$ cat src/rtl/bshift_pkg.sv
package bshift_pkg;

    localparam int OP_W = 3;

    typedef enum logic [OP_W-1:0] {
        OP_SHL  = 3'b000,
        OP_SHRL = 3'b001,
        OP_SHRA = 3'b010,
        OP_ROTR = 3'b011,
        OP_ROTC = 3'b100
    } shop_e;

endpackage

$ cat src/rtl/bshift_opdec.sv
module bshift_opdec
    import bshift_pkg::*;
(
    input  logic [OP_W-1:0] op_i,
    output logic            shift_en_o,
    output logic            rotc_sel_o,
    output shop_e           mode_o
);

    always_comb begin
        shift_en_o = 1'b0;
        rotc_sel_o = 1'b0;
        mode_o     = OP_SHL;
        unique case (op_i)
            3'b000: begin shift_en_o = 1'b1; mode_o = OP_SHL;  end
            3'b001: begin shift_en_o = 1'b1; mode_o = OP_SHRL; end
            3'b010: begin shift_en_o = 1'b1; mode_o = OP_SHRA; end
            3'b011: begin shift_en_o = 1'b1; mode_o = OP_ROTR; end
            3'b100: begin rotc_sel_o = 1'b1; mode_o = OP_ROTC; end
            default: ;
        endcase
    end

endmodule

$ cat src/rtl/bshift_stage.sv
module bshift_stage
    import bshift_pkg::*;
#(
    parameter int W    = 8,
    parameter int DIST = 1
) (
    input  logic [W-1:0] d_i,
    input  logic         c_i,
    input  logic         en_i,
    input  shop_e        mode_i,
    output logic [W-1:0] d_o,
    output logic         c_o
);

    always_comb begin
        d_o = d_i;
        c_o = c_i;
        if (en_i) begin
            unique case (mode_i)
                OP_SHL: begin
                    d_o = {d_i[W-DIST-1:0], {DIST{1'b0}}};
                    c_o = d_i[W-DIST];
                end
                OP_SHRL: begin
                    d_o = {{DIST{1'b0}}, d_i[W-1:DIST]};
                    c_o = d_i[DIST-1];
                end
                OP_SHRA: begin
                    d_o = {{DIST{d_i[W-1]}}, d_i[W-1:DIST]};
                    c_o = d_i[DIST-1];
                end
                OP_ROTR: begin
                    d_o = {d_i[DIST-1:0], d_i[W-1:DIST]};
                    c_o = d_i[DIST-1];
                end
                default: ;
            endcase
        end
    end

endmodule

$ cat src/rtl/bshift_rotc.sv
module bshift_rotc #(
    parameter int W = 8
) (
    input  logic [W-1:0] d_i,
    input  logic         c_i,
    output logic [W-1:0] d_o,
    output logic         c_o
);

    always_comb begin
        d_o = {c_i, d_i[W-1:1]};
        c_o = d_i[0];
    end

endmodule

$ cat src/rtl/bshift_core.sv
module bshift_core
    import bshift_pkg::*;
#(
    parameter int WIDTH = 8,
    localparam int AMT_W = $clog2(WIDTH)
) (
    input  logic [WIDTH-1:0] opd_i,
    input  logic [AMT_W-1:0] amt_i,
    input  logic [OP_W-1:0]  op_i,
    input  logic             cin_i,
    output logic [WIDTH-1:0] res_o,
    output logic             cout_o
);

    logic       shift_en;
    logic       rotc_sel;
    shop_e      mode;

    logic [WIDTH-1:0] chain_d [0:AMT_W];
    logic             chain_c [0:AMT_W];
    logic [WIDTH-1:0] rotc_d;
    logic             rotc_c;

    bshift_opdec dec_i (
        .op_i       (op_i),
        .shift_en_o (shift_en),
        .rotc_sel_o (rotc_sel),
        .mode_o     (mode)
    );

    assign chain_d[0] = opd_i;
    assign chain_c[0] = cin_i;

    for (genvar g = 0; g < AMT_W; g++) begin : g_stage
        bshift_stage #(
            .W    (WIDTH),
            .DIST (1 << g)
        ) stage_i (
            .d_i    (chain_d[g]),
            .c_i    (chain_c[g]),
            .en_i   (shift_en & amt_i[g]),
            .mode_i (mode),
            .d_o    (chain_d[g+1]),
            .c_o    (chain_c[g+1])
        );
    end

    bshift_rotc #(.W(WIDTH)) rotc_i (
        .d_i (opd_i),
        .c_i (cin_i),
        .d_o (rotc_d),
        .c_o (rotc_c)
    );

    always_comb begin
        if (rotc_sel) begin
            res_o  = rotc_d;
            cout_o = rotc_c;
        end else begin
            res_o  = chain_d[AMT_W];
            cout_o = chain_c[AMT_W];
        end
    end

endmodule

$ cat config.mk
export PLATFORM = sky130hd
export DESIGN_NAME = bshift_core
export DESIGN_NICKNAME = d
export VERILOG_FILES = /design/src/rtl/bshift_pkg.sv /design/src/rtl/bshift_opdec.sv /design/src/rtl/bshift_stage.sv /design/src/rtl/bshift_rotc.sv /design/src/rtl/bshift_core.sv
export SDC_FILE = /design/constraint.sdc
export NUM_CORES = 1
export LEC_CHECK = 0
export BUFFER_PORTS_ARGS = -buffer_cell sky130_fd_sc_hd__buf_2
export CORE_MARGIN = 4
export CORE_UTILIZATION = 60
export DETAILED_ROUTE_END_ITERATION = 6
export PLACE_DENSITY = 0.9
export RECOVER_POWER = 100
export SETUP_SLACK_MARGIN = 0.15
export SLEW_MARGIN = 20
export SYNTH_ARGS = -nofsm -noshare
export SYNTH_HDL_FRONTEND = slang
export SYNTH_SLANG_ARGS = --single-unit
$ cat constraint.sdc
create_clock -name vclk -period 4.3
set_clock_uncertainty 0.2 [all_clocks]
set_input_delay 0.86 -clock vclk [all_inputs]
set_output_delay 0.86 -clock vclk [all_outputs]
set_load 0.02 [all_outputs]
Word-level counts from Yosys, hierarchy flattened
Index checks and enable logic that the tools add are counted.
Storage, ports and cells
  flip-flop bits (word level): 0
  output and inout bits: 9
  logic and storage cells: 31
Operators by class
  equality and inequality tests: 7
  mux-type cells: 17
  bitwise gates (word level): 3
  reductions and logical operators: 4
Operators with widths (count)
  $pmux 8 s4: 3
  $mux 8: 4
  $eq 3x2->1 const B: 4
  $pmux 3 s4: 1
  $eq 3x1->1 const B: 2
  $logic_not 3->1: 2
  $mux 1: 6
  $pmux 1 s2: 3
  $reduce_or 4->1: 1
  $and 1x1->1: 3
  $eq 3x3->1 const B: 1
  $reduce_or 3->1: 1

Logic depth before layout (Yosys ltp)
Gate-level depths: netlist of run 1.
  word-level depth: 11
  depth in mapped cells: 8
  gate-level depth less buffers: 6

Cells and area by module
From an unflattened synthesis of run 1, not the netlist that was laid out.
Second synthesis, totals
  cell total of the unflattened synthesis: 114
  area, all modules: 873.3 sq um
Modules (own cells, without submodules)
  bshift_stage (g_stage[0].stage_i): instances 1, cells an instance 32, area each 224.0 sq um
  bshift_stage (g_stage[1].stage_i): instances 1, cells an instance 33, area each 207.7 sq um
  bshift_stage (g_stage[2].stage_i): instances 1, cells an instance 22, area each 172.7 sq um
  bshift_core: instances 1, cells an instance 13, area each 165.2 sq um
  bshift_rotc: instances 1, cells an instance 9, area each 67.6 sq um
  bshift_opdec: instances 1, cells an instance 5, area each 36.3 sq um

Worst setup path before layout of run 1
No wires, ideal clock.
  kind: input to output
  start point: input amt_i[0]
  end point: output res_o[5]
  arrival time: 2.406 ns
  required time: 3.240 ns
  path slack: 0.834 ns
  stages on the path: 8
  buffers on the path: 2
  path through: buf_6 -> and2b_2 -> buf_6 -> mux2_2 -> nand2_1 -> o211ai_1 -> o21ai_0 -> a221oi_1
On the way
  word-level cells in the longest chain between the ends: 7
RTL lines
  from (decl): line bshift_core.sv:8  | input logic [AMT_W-1:0] amt_i,
  $and 1x1->1 (*): line bshift_core.sv:41  | .en_i (shift_en & amt_i[g]),
  $mux 8 (*): line bshift_stage.sv:18  | if (en_i) begin
  $pmux 8 s4: line bshift_stage.sv:19  | unique case (mode_i)
  $mux 8 (*): line bshift_stage.sv:18
  $pmux 8 s4: line bshift_stage.sv:19
  $mux 8 (*): line bshift_stage.sv:18
  $mux 8 (*): line bshift_core.sv:56  | if (rotc_sel) begin
  to (decl): line bshift_core.sv:11  | output logic [WIDTH-1:0] res_o,
Mark *: on every way between the ends. The rest lies on a longest branch, timed or not.

Worst setup path after layout of run 1
  start point: input op_i[0]
  end point: output res_o[5]
On the way
  word-level cells in the longest chain between the ends: 10
  elaborated cells between the ends (all ways): 23
  those cells by class: 7 x eq/ne; 10 x mux; 3 x bitwise; 3 x reduce/logical
RTL lines
  from (decl): line bshift_core.sv:9  | input logic [OP_W-1:0] op_i,
  $eq 3x3->1 (tied with other cells): line bshift_opdec.sv:14  | unique case (op_i)
  $pmux 3 s4 / $reduce_or 4->1 (equally long branches)
  $eq 3x2->1 (tied with other cells): line bshift_stage.sv:19
  $pmux 8 s4 / $and 1x1->1 (equally long branches): line bshift_stage.sv:19, bshift_core.sv:41
  $mux 8: line bshift_stage.sv:18
  $pmux 8 s4: line bshift_stage.sv:19
  $mux 8: line bshift_stage.sv:18
  $pmux 8 s4: line bshift_stage.sv:19
  $mux 8: line bshift_stage.sv:18
  $mux 8 (*): line bshift_core.sv:56
Marks and branches as above.

==> out/results.txt, run 1 <==
The run finished with clean final reports. The routed length on met2 was 1400 um; the highest ir drop seen on vdd was 0.0746 mV. The smallest clock period supported by the final layout is computed as 3.97 ns.

The tools report the number of antenna violations at the first check in global routing as 0. Of the synthesized area, sequential elements account for 0%. Synthesis-to-finish area growth: 10.1%. The number of detailed-routing iterations run before antenna repair is 5. STA classifies the critical path endpoint as a primary output. The cell count after synthesis is 146, and the final worst hold slack is 1.89 ns. The overall global routing resource usage came out at 30.7%. After global routing the overflow that remains totals 0. Clock buffer count: 0. The worst hold path passes through 4 cells. After detailed routing, the number of remaining DRC violations is 0. The routed design uses 471 um of met3 wire. For hold timing, the worst endpoint is res_o[7].

The vertical extent of the die is 46.0 um, and the footprint of the flip-flops and latches is 0 um^2. The run gives 0 as the final count of negative-setup-slack endpoints. The floorplan step defined a die boundary enclosing 2120 um^2. Buffers added to address setup during post-CTS repair amount to 0. The multiplexer share of the synthesized area is 13.3%, and the top-level I/O count is 24. The fraction of the mapped netlist area in adder cells is 0%. For the worst setup path, the data required time is 3.24 ns.

For the final routed database, the setup TNS stands at 0 ns. The worst setup path is launched from an input port. Of the cells placed in the final design, the portion with a size suffix greater than 1 is 16.7%. The final route contains 1275 vias. Measured along the x axis, the die boundary spans 46.0 um. The via count of the first global-routing pass was 1008; the cell area after technology mapping was 868 um^2. Pin count of the biggest net entering global routing: 21.

Once the clock tree was built, the resizer swapped 0 gates to a different size. After Yosys synthesis, and, or, nand and nor cells account for 34.1% of the synthesized area. For the arrival time reported for the critical path endpoint, the log shows 2.91 ns.

The run gives 134 as the first-iteration detailed-routing DRC count. The count of buffers added on input and output ports is 24. The sequential cell count came out at 0. The tools report the count of antenna-violating nets left after detailed routing as 0. After synthesis, the largest family of logic cells by area is compound AO/OA/AOI/OAI gates. Along the worst path, the maximum fanout reaches 13. The wire length per cell is 18.0 um. The startpoint identified for the worst hold timing path is cin_i. The final period utilization works out to 92.4%.

In this run the worst hold path is classified as input port to primary output. In this run, distinct cell masters in the synthesized netlist total 46. The initial utilization of the core area, before any placement, comes to 65.1%. The tools report the final number of hold-violating endpoints as 0. The area of the core region was 1330 um^2. After the last flow step, the layout net total stands at 179. For this design, the CTS-stage hold fixing added 0 buffers.

Setup repair after global routing left no endpoint under its margin. Mean post-synth cell area: 5.95 um^2. The power density over the cells works out to 138 nW/um^2.

The kind of critical path was input port to primary output. The number of placement rows was 13. The xor and xnor fraction of the mapped netlist area was 0%. Static timing analysis puts the maximum clock frequency at 252 MHz. By area the synthesized netlist is led by sky130_fd_sc_hd__nand2_1 11%, sky130_fd_sc_hd__mux2i_1 8.1%, sky130_fd_sc_hd__a21oi_1 7.5%, sky130_fd_sc_hd__nor2_1 7.3%, sky130_fd_sc_hd__o21ai_0 5.2%. The count of final max-slew check failures was 0. Using the TritonRoute via totals, the vias-per-cell ratio works out to 7.20. Measured against its own limit, the worst slew margin works out to 67.2%.

The number of max-capacitance violations reported was 0. Top routing layer in use: met4. After synthesis, the largest area contributor takes up 11.2% of total cell area. The routability-driven placement congestion ratio is 1.08, and the HPWL after detailed placement is 2410 um. The number of antenna diodes in the final layout is 0. Summing the areas of all compound-gate instances in the mapped netlist gives 42.9% of the synthesized area.

The first-pass GRT wire length is 4860 um, and the final-layout fill cell count is 123. For the pin with the worst max-slew slack, the measured transition is 0.492 ns. The cell taking the most area after synthesis was sky130_fd_sc_hd__nand2_1.

The overall routed net length was 3180 um; the net count of the mapped netlist was 161. The logs give 1220 um for the met1 wire length and 0 for the count of synthesis-stage warnings from yosys. The leakage dissipation was 0.419 nW.
power by group:
part	total [W]	internal (W)	switching, W
logic	0.000132	0.0000469	0.0000850
clock network	0	0	0
registers	0	0	0
total	0.000132	0.0000469	0.0000850
final cells by class:
type	instances	area (um^2)	share of cell area (%)
inverter	4	15.0	1.57
multi-input combinational	130	785	82.1
tap	15	18.8	1.96
timing repair buffer	28	138	14.4
routing by layer:
| layer | GRT usage [%] | vias up |
|---|---|---|
| met5 | 0 | - |
| met4 | 4.55 | 0 |
| met3 | 1.58 | 22 |
| met2 | 48.4 | 113 |
| met1 | 45.9 | 557 |
| li1 | - | 583 |
Yosys cell counts (2+ instances only):
| cell type | number |
|---|---|
| sky130_fd_sc_hd__a31o_1 | 2 |
| sky130_fd_sc_hd__clkbuf_1 | 5 |
| sky130_fd_sc_hd__nor2_1 | 17 |
| sky130_fd_sc_hd__nand3_1 | 7 |
| sky130_fd_sc_hd__mux2i_1 | 7 |
| sky130_fd_sc_hd__a221oi_1 | 2 |
| sky130_fd_sc_hd__o22ai_1 | 4 |
| sky130_fd_sc_hd__o22a_1 | 2 |
| sky130_fd_sc_hd__nand4_1 | 3 |
| sky130_fd_sc_hd__o21ai_0 | 9 |
| sky130_fd_sc_hd__o211ai_1 | 2 |
| sky130_fd_sc_hd__a21oi_1 | 13 |
| sky130_fd_sc_hd__buf_6 | 2 |
| sky130_fd_sc_hd__inv_1 | 4 |
| sky130_fd_sc_hd__mux2_2 | 2 |
| sky130_fd_sc_hd__a311oi_1 | 2 |
| sky130_fd_sc_hd__a31oi_1 | 4 |
| sky130_fd_sc_hd__nand2_1 | 26 |
| sky130_fd_sc_hd__a22o_1 | 2 |
| sky130_fd_sc_hd__nand2b_1 | 2 |
| sky130_fd_sc_hd__buf_2 | 4 |
worst max-delay path, stage by stage:
cell and delay, ns:
sky130_fd_sc_hd__buf_2 0.17, sky130_fd_sc_hd__nor2_2 0.43, sky130_fd_sc_hd__clkbuf_1 0.32, sky130_fd_sc_hd__nand2_1 0.13
sky130_fd_sc_hd__a21oi_1 0.18, sky130_fd_sc_hd__a211o_1 0.16, sky130_fd_sc_hd__o21ai_0 0.12, sky130_fd_sc_hd__a221oi_1 0.29
sky130_fd_sc_hd__clkbuf_1 0.26
cell families after synthesis:
kind of cell           count (synthesis)
and+or+nand+nor                       65
AOI/OAI and AO/OA                     55
buffers and inverters                 16
muxes                                 10
worst max-delay path by stage:
| stage | from | end | slack, ns | cells after the start |
|---|---|---|---|---|
| 2_1_floorplan | amt_i[0] | res_o[5] | 0.83 | 8 |
| 3_3_place_gp | op_i[0] | cout_o | 0.57 | 8 |
| 3_5_place_dp | op_i[0] | cout_o | 0.56 | 8 |
| 4_1_cts | op_i[0] | cout_o | 0.55 | 8 |
| 5_1_grt | op_i[0] | res_o[5] | 0.21 | 9 |
| 6_report | op_i[0] | res_o[5] | 0.33 | 9 |
stage by stage:
stage	power (W)	cell area (um^2)	std cells	util, %	setup WS (ns)
floorplan	0.0000913	868	146	-	0.834
global placement	0.000129	968	177	72.6	0.572
detailed placement	0.000130	968	177	72.6	0.561
CTS	0.000130	968	177	72.6	0.548
global route	0.000141	956	177	71.7	0.207
finish	0.000132	956	177	71.7	0.327
layout by cell type (no fill, tap or decap), types with 6 or more instances in the layout:
| cell | n |
|---|---|
| sky130_fd_sc_hd__a21oi_1 | 13 |
| sky130_fd_sc_hd__buf_2 | 20 |
| sky130_fd_sc_hd__clkbuf_1 | 6 |
| sky130_fd_sc_hd__mux2i_1 | 7 |
| sky130_fd_sc_hd__nand2_1 | 26 |
| sky130_fd_sc_hd__nand3_1 | 7 |
| sky130_fd_sc_hd__nor2_1 | 17 |
| sky130_fd_sc_hd__o21ai_0 | 9 |
Note: power is estimated with default switching activity, not from simulation.
==> inputs of run 2 (changes only) <==
--- a/config.mk
+++ b/config.mk
@@ -5,11 +5,12 @@
 export SDC_FILE = /design/constraint.sdc
 export NUM_CORES = 1
 export LEC_CHECK = 0
+export ABC_AREA = 1
 export BUFFER_PORTS_ARGS = -buffer_cell sky130_fd_sc_hd__buf_2
-export CORE_MARGIN = 4
-export CORE_UTILIZATION = 60
+export CORE_AREA = 4 4 41 43
 export DETAILED_ROUTE_END_ITERATION = 6
-export PLACE_DENSITY = 0.9
+export DIE_AREA = 0 0 45 47
+export PLACE_DENSITY = 0.87
 export RECOVER_POWER = 100
 export SETUP_SLACK_MARGIN = 0.15
 export SLEW_MARGIN = 20
==> out/results.txt, run 2 <==
Vertical extent of the die: 47 um. The run gives 0% as the proportion of power drawn by flip-flops and latches. Cell taking the most area after synthesis: sky130_fd_sc_hd__nand2_1.

The synthesized design devotes to its leading area cell type 30.3% of total area. The cell that appears most often on the critical path is sky130_fd_sc_hd__nand2_1. Area of the die: 2120 um^2.

The cell depth of the worst min-delay path was 4; the switching portion of total power was 68.1%. The first global-routing pass estimated 4020 um of wire. Worst slack after detailed placement: 0.755 ns. The cell with the largest stage delay on the worst path is sky130_fd_sc_hd__nor2_2. The clock share of power is 0%, and the post-route non-filler standard cell count is 195. For the area of the core region, the log shows 1300 um^2.

For the cell count after placement, the log shows 195. After detailed routing, the number of remaining DRC violations is 0. Measured along the x axis, the die boundary spans 45 um. The Yosys step of the flow raised 0 warnings. Clock buffer count: 0. For the via count of the first global-routing pass, the log shows 948.

In this run the most critical hold path is launched from opd_i[0]. Synthesis produced a netlist whose cell count is 157. The overall global routing resource usage is 24.5%.

The tools report the routability-driven placement congestion ratio as 0.973. The most frequent standard cell in the layout excluding fill and tap cells is sky130_fd_sc_hd__nand2_1. The logs give 0 for the number of buffers inserted to repair setup after CTS and 0 for the quantity of gates resized following cts. Gate family responsible for the most delay along the worst path: simple AND/OR/NAND/NOR gates. In the post-route analysis, the smallest setup slack over all paths is 0.621 ns. Number of antenna violations at the first check in global routing: 0. The run finished with clean final reports.

The initial utilization of the core area, before any placement, comes to 57.2%. For the total net switching power, the log shows 0.0000830 W. Summed over all cells, the static leakage comes to 0.477 nW. The HPWL after detailed placement is 2080 um. Buffers inserted to repair hold after CTS numbered 0. The tools report the count of final max-slew check failures as 0. The power density over the cells was 141 nW/um^2; the synthesis-to-finish area growth was 15.8%.

The sequential cell count is 0. Number of nets in the layout: 197. The quantity of I/O buffers inserted on ports is 24. Registers take 0 um^2.

After detailed routing, the total wire length is 2500 um. At the worst endpoint, the required time is 3.24 ns. The run gives 0 as the final number of hold-violating endpoints. For hold timing, the worst endpoint is cout_o. Sort of element at the start of the critical path: an input port.

In this run the cell area of the synthesized design comes to 744 um^2. Ranked by instance count, the synthesized netlist is headed by 60 x sky130_fd_sc_hd__nand2_1, 25 x sky130_fd_sc_hd__nand3_1, 17 x sky130_fd_sc_hd__inv_1. For the number of detailed-routing iterations run before antenna repair, the log shows 5.

Along the worst path, the maximum fanout reaches 11. The slew at the pin with the worst max-slew slack works out to 0.414 ns. In the layout the commonest cells are 60 x sky130_fd_sc_hd__nand2_1, 25 x sky130_fd_sc_hd__nand3_1, 17 x sky130_fd_sc_hd__inv_1.

For the via total after detailed routing, the log shows 1135. Cells with a size suffix above 1 make up 17.2% of the layout. The highest ir drop seen on vdd is 0.0711 mV.

Dividing the detail-routed via count by the number of cells gives 5.82. Summed over all failing endpoints, the final setup total negative slack is 0 ns. Number of diodes added for antenna fixing: 0.

The number of unique standard cell types used by synthesis was 22. The number of placement rows came out at 13. The detailed router finished its first iteration with 61 violations. The mean post-synth cell area was 4.74 um^2. For this design the top-level I/O count stands at 24.

For this run the aggregate overflow at the end of global routing stands at 0. After layout, the worst path uses 85.6% of the clock period. The buffers plus inverters on the worst setup path works out to 3. The final count of negative-setup-slack endpoints was 0; the net count of the mapped netlist was 172. Max-cap violations in this run came to 0. The worst pin sits at a relative slew slack of 72.4%.

In the post-synthesis netlist, the biggest area contributors are sky130_fd_sc_hd__nand2_1 30%, sky130_fd_sc_hd__nand3_1 17%, sky130_fd_sc_hd__inv_1 8.6%, sky130_fd_sc_hd__a21oi_1 6.1%, sky130_fd_sc_hd__nor2_1 5.0%. The detail route stage leaves a number of antenna-violating nets equal to 0. Setup repair after global routing left no endpoint under its margin. The utilization after layout was 66.3%; the maximum operating frequency was 272 MHz. The design internal power was 0.0000388 W; the minimum clock period after layout was 3.68 ns. The kind of critical path was input port to primary output.

The highest cell delay on the worst timing path came out at 0.40 ns. The signal on the critical path passes through clkbuf_1 > nor2_2 > inv_1 > a21oi_1 > nand2_1 > nand3_2 > nand2_1 > nand2_1 > nand2_2 > nand2_1 > nand2_1 > nand2_1 > nand2_1 > clkbuf_1. Data on the critical path arrives at its endpoint at 2.62 ns.

Dividing the detail-routed wire length by the instance count gives 12.8 um. The cell with the most instances after synthesis is sky130_fd_sc_hd__nand2_1. Of the synthesized area, sequential elements account for 0%.

Combinational group share of total power: 100.0%. The tools report the endpoint class of the critical path as a primary output. Entering global routing, the biggest net connects 12 pins.

The worst hold path belongs to the class input port to primary output.
==> run 2: cell count changes after synthesis, sizes merged, moves of 4 or more <==
| cell | change |
|---|---|
| nand2 | +39 |
| clkbuf | -5 |
| o22ai | -4 |
| buf | -6 |
| a21oi | -4 |
| inv | +15 |
| a31oi | -4 |
| nand3 | +19 |
| mux2i | -7 |
| nor2 | -4 |
==> run 2: cells by family (layout without fill, tap and decap cells) <==
group,Yosys count,in the layout,share of synthesized area [%]
buffers and inverters,22,45,12.1
AOI/OAI and AO/OA,22,22,17.5
and+or+nand+nor,113,113,70.4
==> run 2: stage by stage <==
stage,total power (W),hold slack [ns],cell area [um^2]
after CTS,0.000122,1.90,872
after detailed placement,0.000122,1.89,872
after floorplan,0.0000859,1.69,744
final,0.000122,1.91,862
after global routing,0.000134,1.93,862
after global placement,0.000120,1.89,872
==> run 2: metal layers <==
metal	share of wire [%]	GRT usage, %
met2	46	40.7
met1	38	33.0
met3	14	4.21
met5	0	0
met4	1.4	5.26
==> run 2: layout make-up <==
type | count | area (um^2)
tap | 15 | 18.8
timing repair buffer | 24 | 110
multi-input combinational | 135 | 654
inverter | 21 | 78.8
fill | 138 | 439
==> run 2: worst max path at each step <==
stage | slack, ns | startpoint | cells past startpoint | endpoint
finish | 0.62 | op_i[2] | 14 | res_o[7]
global route | 0.41 | op_i[2] | 14 | res_o[7]
CTS | 0.74 | op_i[2] | 14 | res_o[7]
detailed placement | 0.76 | op_i[2] | 14 | res_o[7]
global placement | 0.78 | op_i[2] | 14 | res_o[7]
floorplan | 1.29 | op_i[0] | 9 | res_o[0]
==> run 2: power groups by stage <==
stage	Clock (W)	Sequential, W	Combinational (W)
3_5_place_dp	0	0	0.000122
3_3_place_gp	0	0	0.000120
5_1_grt	0	0	0.000134
4_1_cts	0	0	0.000122
2_1_floorplan	0	0	0.0000859
6_report	0	0	0.000122
==> inputs of run 3 (changes only) <==
--- a/config.mk
+++ b/config.mk
@@ -7,13 +7,14 @@
 export LEC_CHECK = 0
 export ABC_AREA = 1
 export BUFFER_PORTS_ARGS = -buffer_cell sky130_fd_sc_hd__buf_2
-export CORE_AREA = 4 4 41 43
+export CORE_MARGIN = 4
+export CORE_UTILIZATION = 60
 export DETAILED_ROUTE_END_ITERATION = 6
-export DIE_AREA = 0 0 45 47
-export PLACE_DENSITY = 0.87
+export PLACE_DENSITY = 0.89
 export RECOVER_POWER = 100
 export SETUP_SLACK_MARGIN = 0.15
 export SLEW_MARGIN = 20
 export SYNTH_ARGS = -nofsm -noshare
 export SYNTH_HDL_FRONTEND = slang
+export SYNTH_HIERARCHICAL = 1
 export SYNTH_SLANG_ARGS = --single-unit
==> out/results.txt, run 3 <==
The run finished with clean final reports. The design area is 1030 um^2. The number of setup buffers added after CTS is 0. STA classifies the critical path startpoint as an input port. Global routing consumed, on the met2 layer, 44.1% of the routing resources. The count of buffers added on input and output ports is 24. After detailed routing, the number of vias per cell comes to 5.68.

The first routing iteration left 70 violations. For the global routing met3 resource utilization, the log shows 0%. The worst path uses 92.5% of the clock period. After synthesis, the netlist uses 17 different library cells. Hold path endpoint: res_o[0]. Once the floorplan was initialized, standard cells occupied 63.4% of the core. After synthesis, the largest area contributor takes up 27.5% of total cell area. The highest ir drop seen on vdd is 0.0709 mV. Wires add up to 2680 um.

The number of antenna violations at the first check in global routing was 0; the clock buffer count was 0. The post-placement cell area is 1030 um^2. For this run, global-route usage on met1 was measured as 34.1%. The number of antenna diodes in the final layout is 0. The final number of hold-violating endpoints is 0, and the maximum fanout count along the critical path is 10. The run gives 2270 um^2 as the area of the die. The library cells used most frequently in the layout, excluding fill and tap cells, are 69 x sky130_fd_sc_hd__nand2_1, 32 x sky130_fd_sc_hd__nand3_1, 20 x sky130_fd_sc_hd__nor2_1. The first global-routing pass estimated 4190 um of wire. The logs give 0 for the count of unresolved DRC violations after routing and 153 for the final-layout fill cell count. By area the synthesized netlist is led by sky130_fd_sc_hd__nand2_1 27%, sky130_fd_sc_hd__nand3_1 17%, sky130_fd_sc_hd__nand2_4 9.5%, sky130_fd_sc_hd__nor2_1 8.8%, sky130_fd_sc_hd__a21oi_1 8.0%. The power density over the cells is 145 nW/um^2, and the leakage dissipation is 0.589 nW. Among all cell types in the netlist, the one instantiated most often is sky130_fd_sc_hd__nand2_1.

The detailed router placed 1284 vias in this run. Timing analysis after detailed placement gives a worst setup slack of 0.376 ns. The clock period could shrink to 3.98 ns. After global routing the overflow that remains totals 0. The number of placement rows is 14.

After the last flow step, the layout net total stands at 227. The overall global routing resource usage came out at 24.4%. The logs give 0 ns for the setup TNS and 0 for the sequential cell count.

In the post-route analysis, the smallest setup slack over all paths is 0.321 ns. The run gives 0% as the fraction of the yosys area taken by sequential cells. The number of nets handed over by synthesis was 208. The wire length per cell works out to 11.9 um. The endpoint class of the critical path was a primary output. The logs give 0 for the count of final max-slew check failures and 17 for the pin count of the biggest net entering global routing.

For the cell area after technology mapping, the log shows 943 um^2. Leaving out fill and tap cells, the most frequent cell in the layout is sky130_fd_sc_hd__nand2_1. The path class of the lowest-slack min-delay path was input port to primary output. After global routing, the most crowded layer is met2. Data on the critical path is required at its endpoint by 3.24 ns. The run gives 251 MHz as the maximum operating frequency. The first detailed-routing pass ran for 5 iterations. Once detailed placement completed, the half-perimeter wirelength came to 2140 um. At the worst endpoint, the arrival time is 2.92 ns. In this run the worst setup path begins at op_i[2]. The cell depth of the worst min-delay path is 4. The congestion estimate from routability-driven global placement came to 0.966. Setup violations remaining at the end of the flow were counted as 0.

The relative slew slack came out at 71.2%. The vertical extent of the die was 47.7 um; the quantity of gates resized following cts was 0. The worst hold path begins at opd_i[1]. Setup repair after global routing left no endpoint under its margin.

Counting every instance in the synthesized netlist gives 193. Once detail routing completed, the nets flagged for antenna violations numbered 0. Registers take 0 um^2.

The total power is 0.000149 W, and the via count of the first global-routing pass is 998. The run gives 0 as the number of buffers inserted by hold repair at cts. The mean post-synth cell area came out at 4.89 um^2.

For the area of the core region, the log shows 1490 um^2. Cells with a size suffix above 1 make up 24.3% of the layout. For the utilization after layout, the log shows 69.2%. The biggest area contributor in the post-synthesis netlist is sky130_fd_sc_hd__nand2_1. Compared with the post-synthesis result, the final layout area differs by 9.15%.

During I/O placement, the number of pins put on the boundary was 24. Counting instances in the post-synthesis netlist gives the leading cell types as 69 x sky130_fd_sc_hd__nand2_1, 32 x sky130_fd_sc_hd__nand3_1, 22 x sky130_fd_sc_hd__nor2_1. Slew at the pin with the worst max-slew slack: 0.427 ns. Max-cap violations in this run came to 0.

Kind of critical path: input port to primary output. The count of synthesis-stage warnings from yosys was 6; the width of the chip was 47.7 um.
## run 3: worst max-delay path by stage
| stage | endpoint | slack (ns) | depth (start not counted) |
|---|---|---|---|
| after floorplan | res_o[4] | 0.29 | 16 |
| after global placement | res_o[7] | 0.43 | 19 |
| after detailed placement | res_o[6] | 0.38 | 19 |
| after CTS | res_o[6] | 0.37 | 19 |
| after global routing | res_o[5] | 0.1 | 19 |
| final | res_o[7] | 0.32 | 18 |
## run 3: critical path, stage by stage
cell                       delay [ns]
sky130_fd_sc_hd__buf_2           0.12
sky130_fd_sc_hd__nor2_1          0.10
sky130_fd_sc_hd__buf_4           0.20
sky130_fd_sc_hd__inv_2           0.07
sky130_fd_sc_hd__nand2_4         0.10
sky130_fd_sc_hd__nand3_1         0.08
sky130_fd_sc_hd__a21oi_1         0.25
sky130_fd_sc_hd__nand4_1         0.13
sky130_fd_sc_hd__nand2_1         0.08
sky130_fd_sc_hd__nor2_1          0.04
sky130_fd_sc_hd__nor2_1          0.15
sky130_fd_sc_hd__nand2_1         0.07
sky130_fd_sc_hd__inv_1           0.07
sky130_fd_sc_hd__a21oi_2         0.07
sky130_fd_sc_hd__a21oi_1         0.16
sky130_fd_sc_hd__nand2_1         0.07
sky130_fd_sc_hd__nand2_1         0.06
sky130_fd_sc_hd__clkbuf_1        0.23
## run 3: final cells by class
| type | count | area, um^2 | area share, % |
|---|---|---|---|
| Multi-Input combinational cell | 158 | 763 | 74.1 |
| Timing Repair Buffer | 28 | 144 | 14.0 |
| Tap cell | 16 | 20.0 | 1.94 |
| Inverter | 24 | 103 | 9.96 |
## run 3: cells by family after synthesis
kind of cell | synth area share [%]
AOI/OAI and AO/OA | 10.9
buffers and inverters | 20.0
and+or+nand+nor | 69.1
## run 3: metal layers
| layer | routed length, um | vias up |
|---|---|---|
| li1 | - | 640 |
| met1 | 1140 | 580 |
| met2 | 1380 | 62 |
| met3 | 162 | 2 |
| met4 | 2 | 0 |
| met5 | 0 | - |
## run 3: power breakdown
group	switching, W	leakage, nW	internal (W)	total (W)
logic	0.000101	0.589	0.0000487	0.000149
registers	0	0	0	0
clock network	0	0	0	0
total	0.000101	0.589	0.0000487	0.000149
## run 3: per-stage QoR
step           hold slack [ns]  std cells
5_1_grt                   1.92        226
4_1_cts                   1.87        226
3_3_place_gp              1.86        226
6_report                  1.88        226
3_5_place_dp              1.87        226
2_1_floorplan             1.79        193
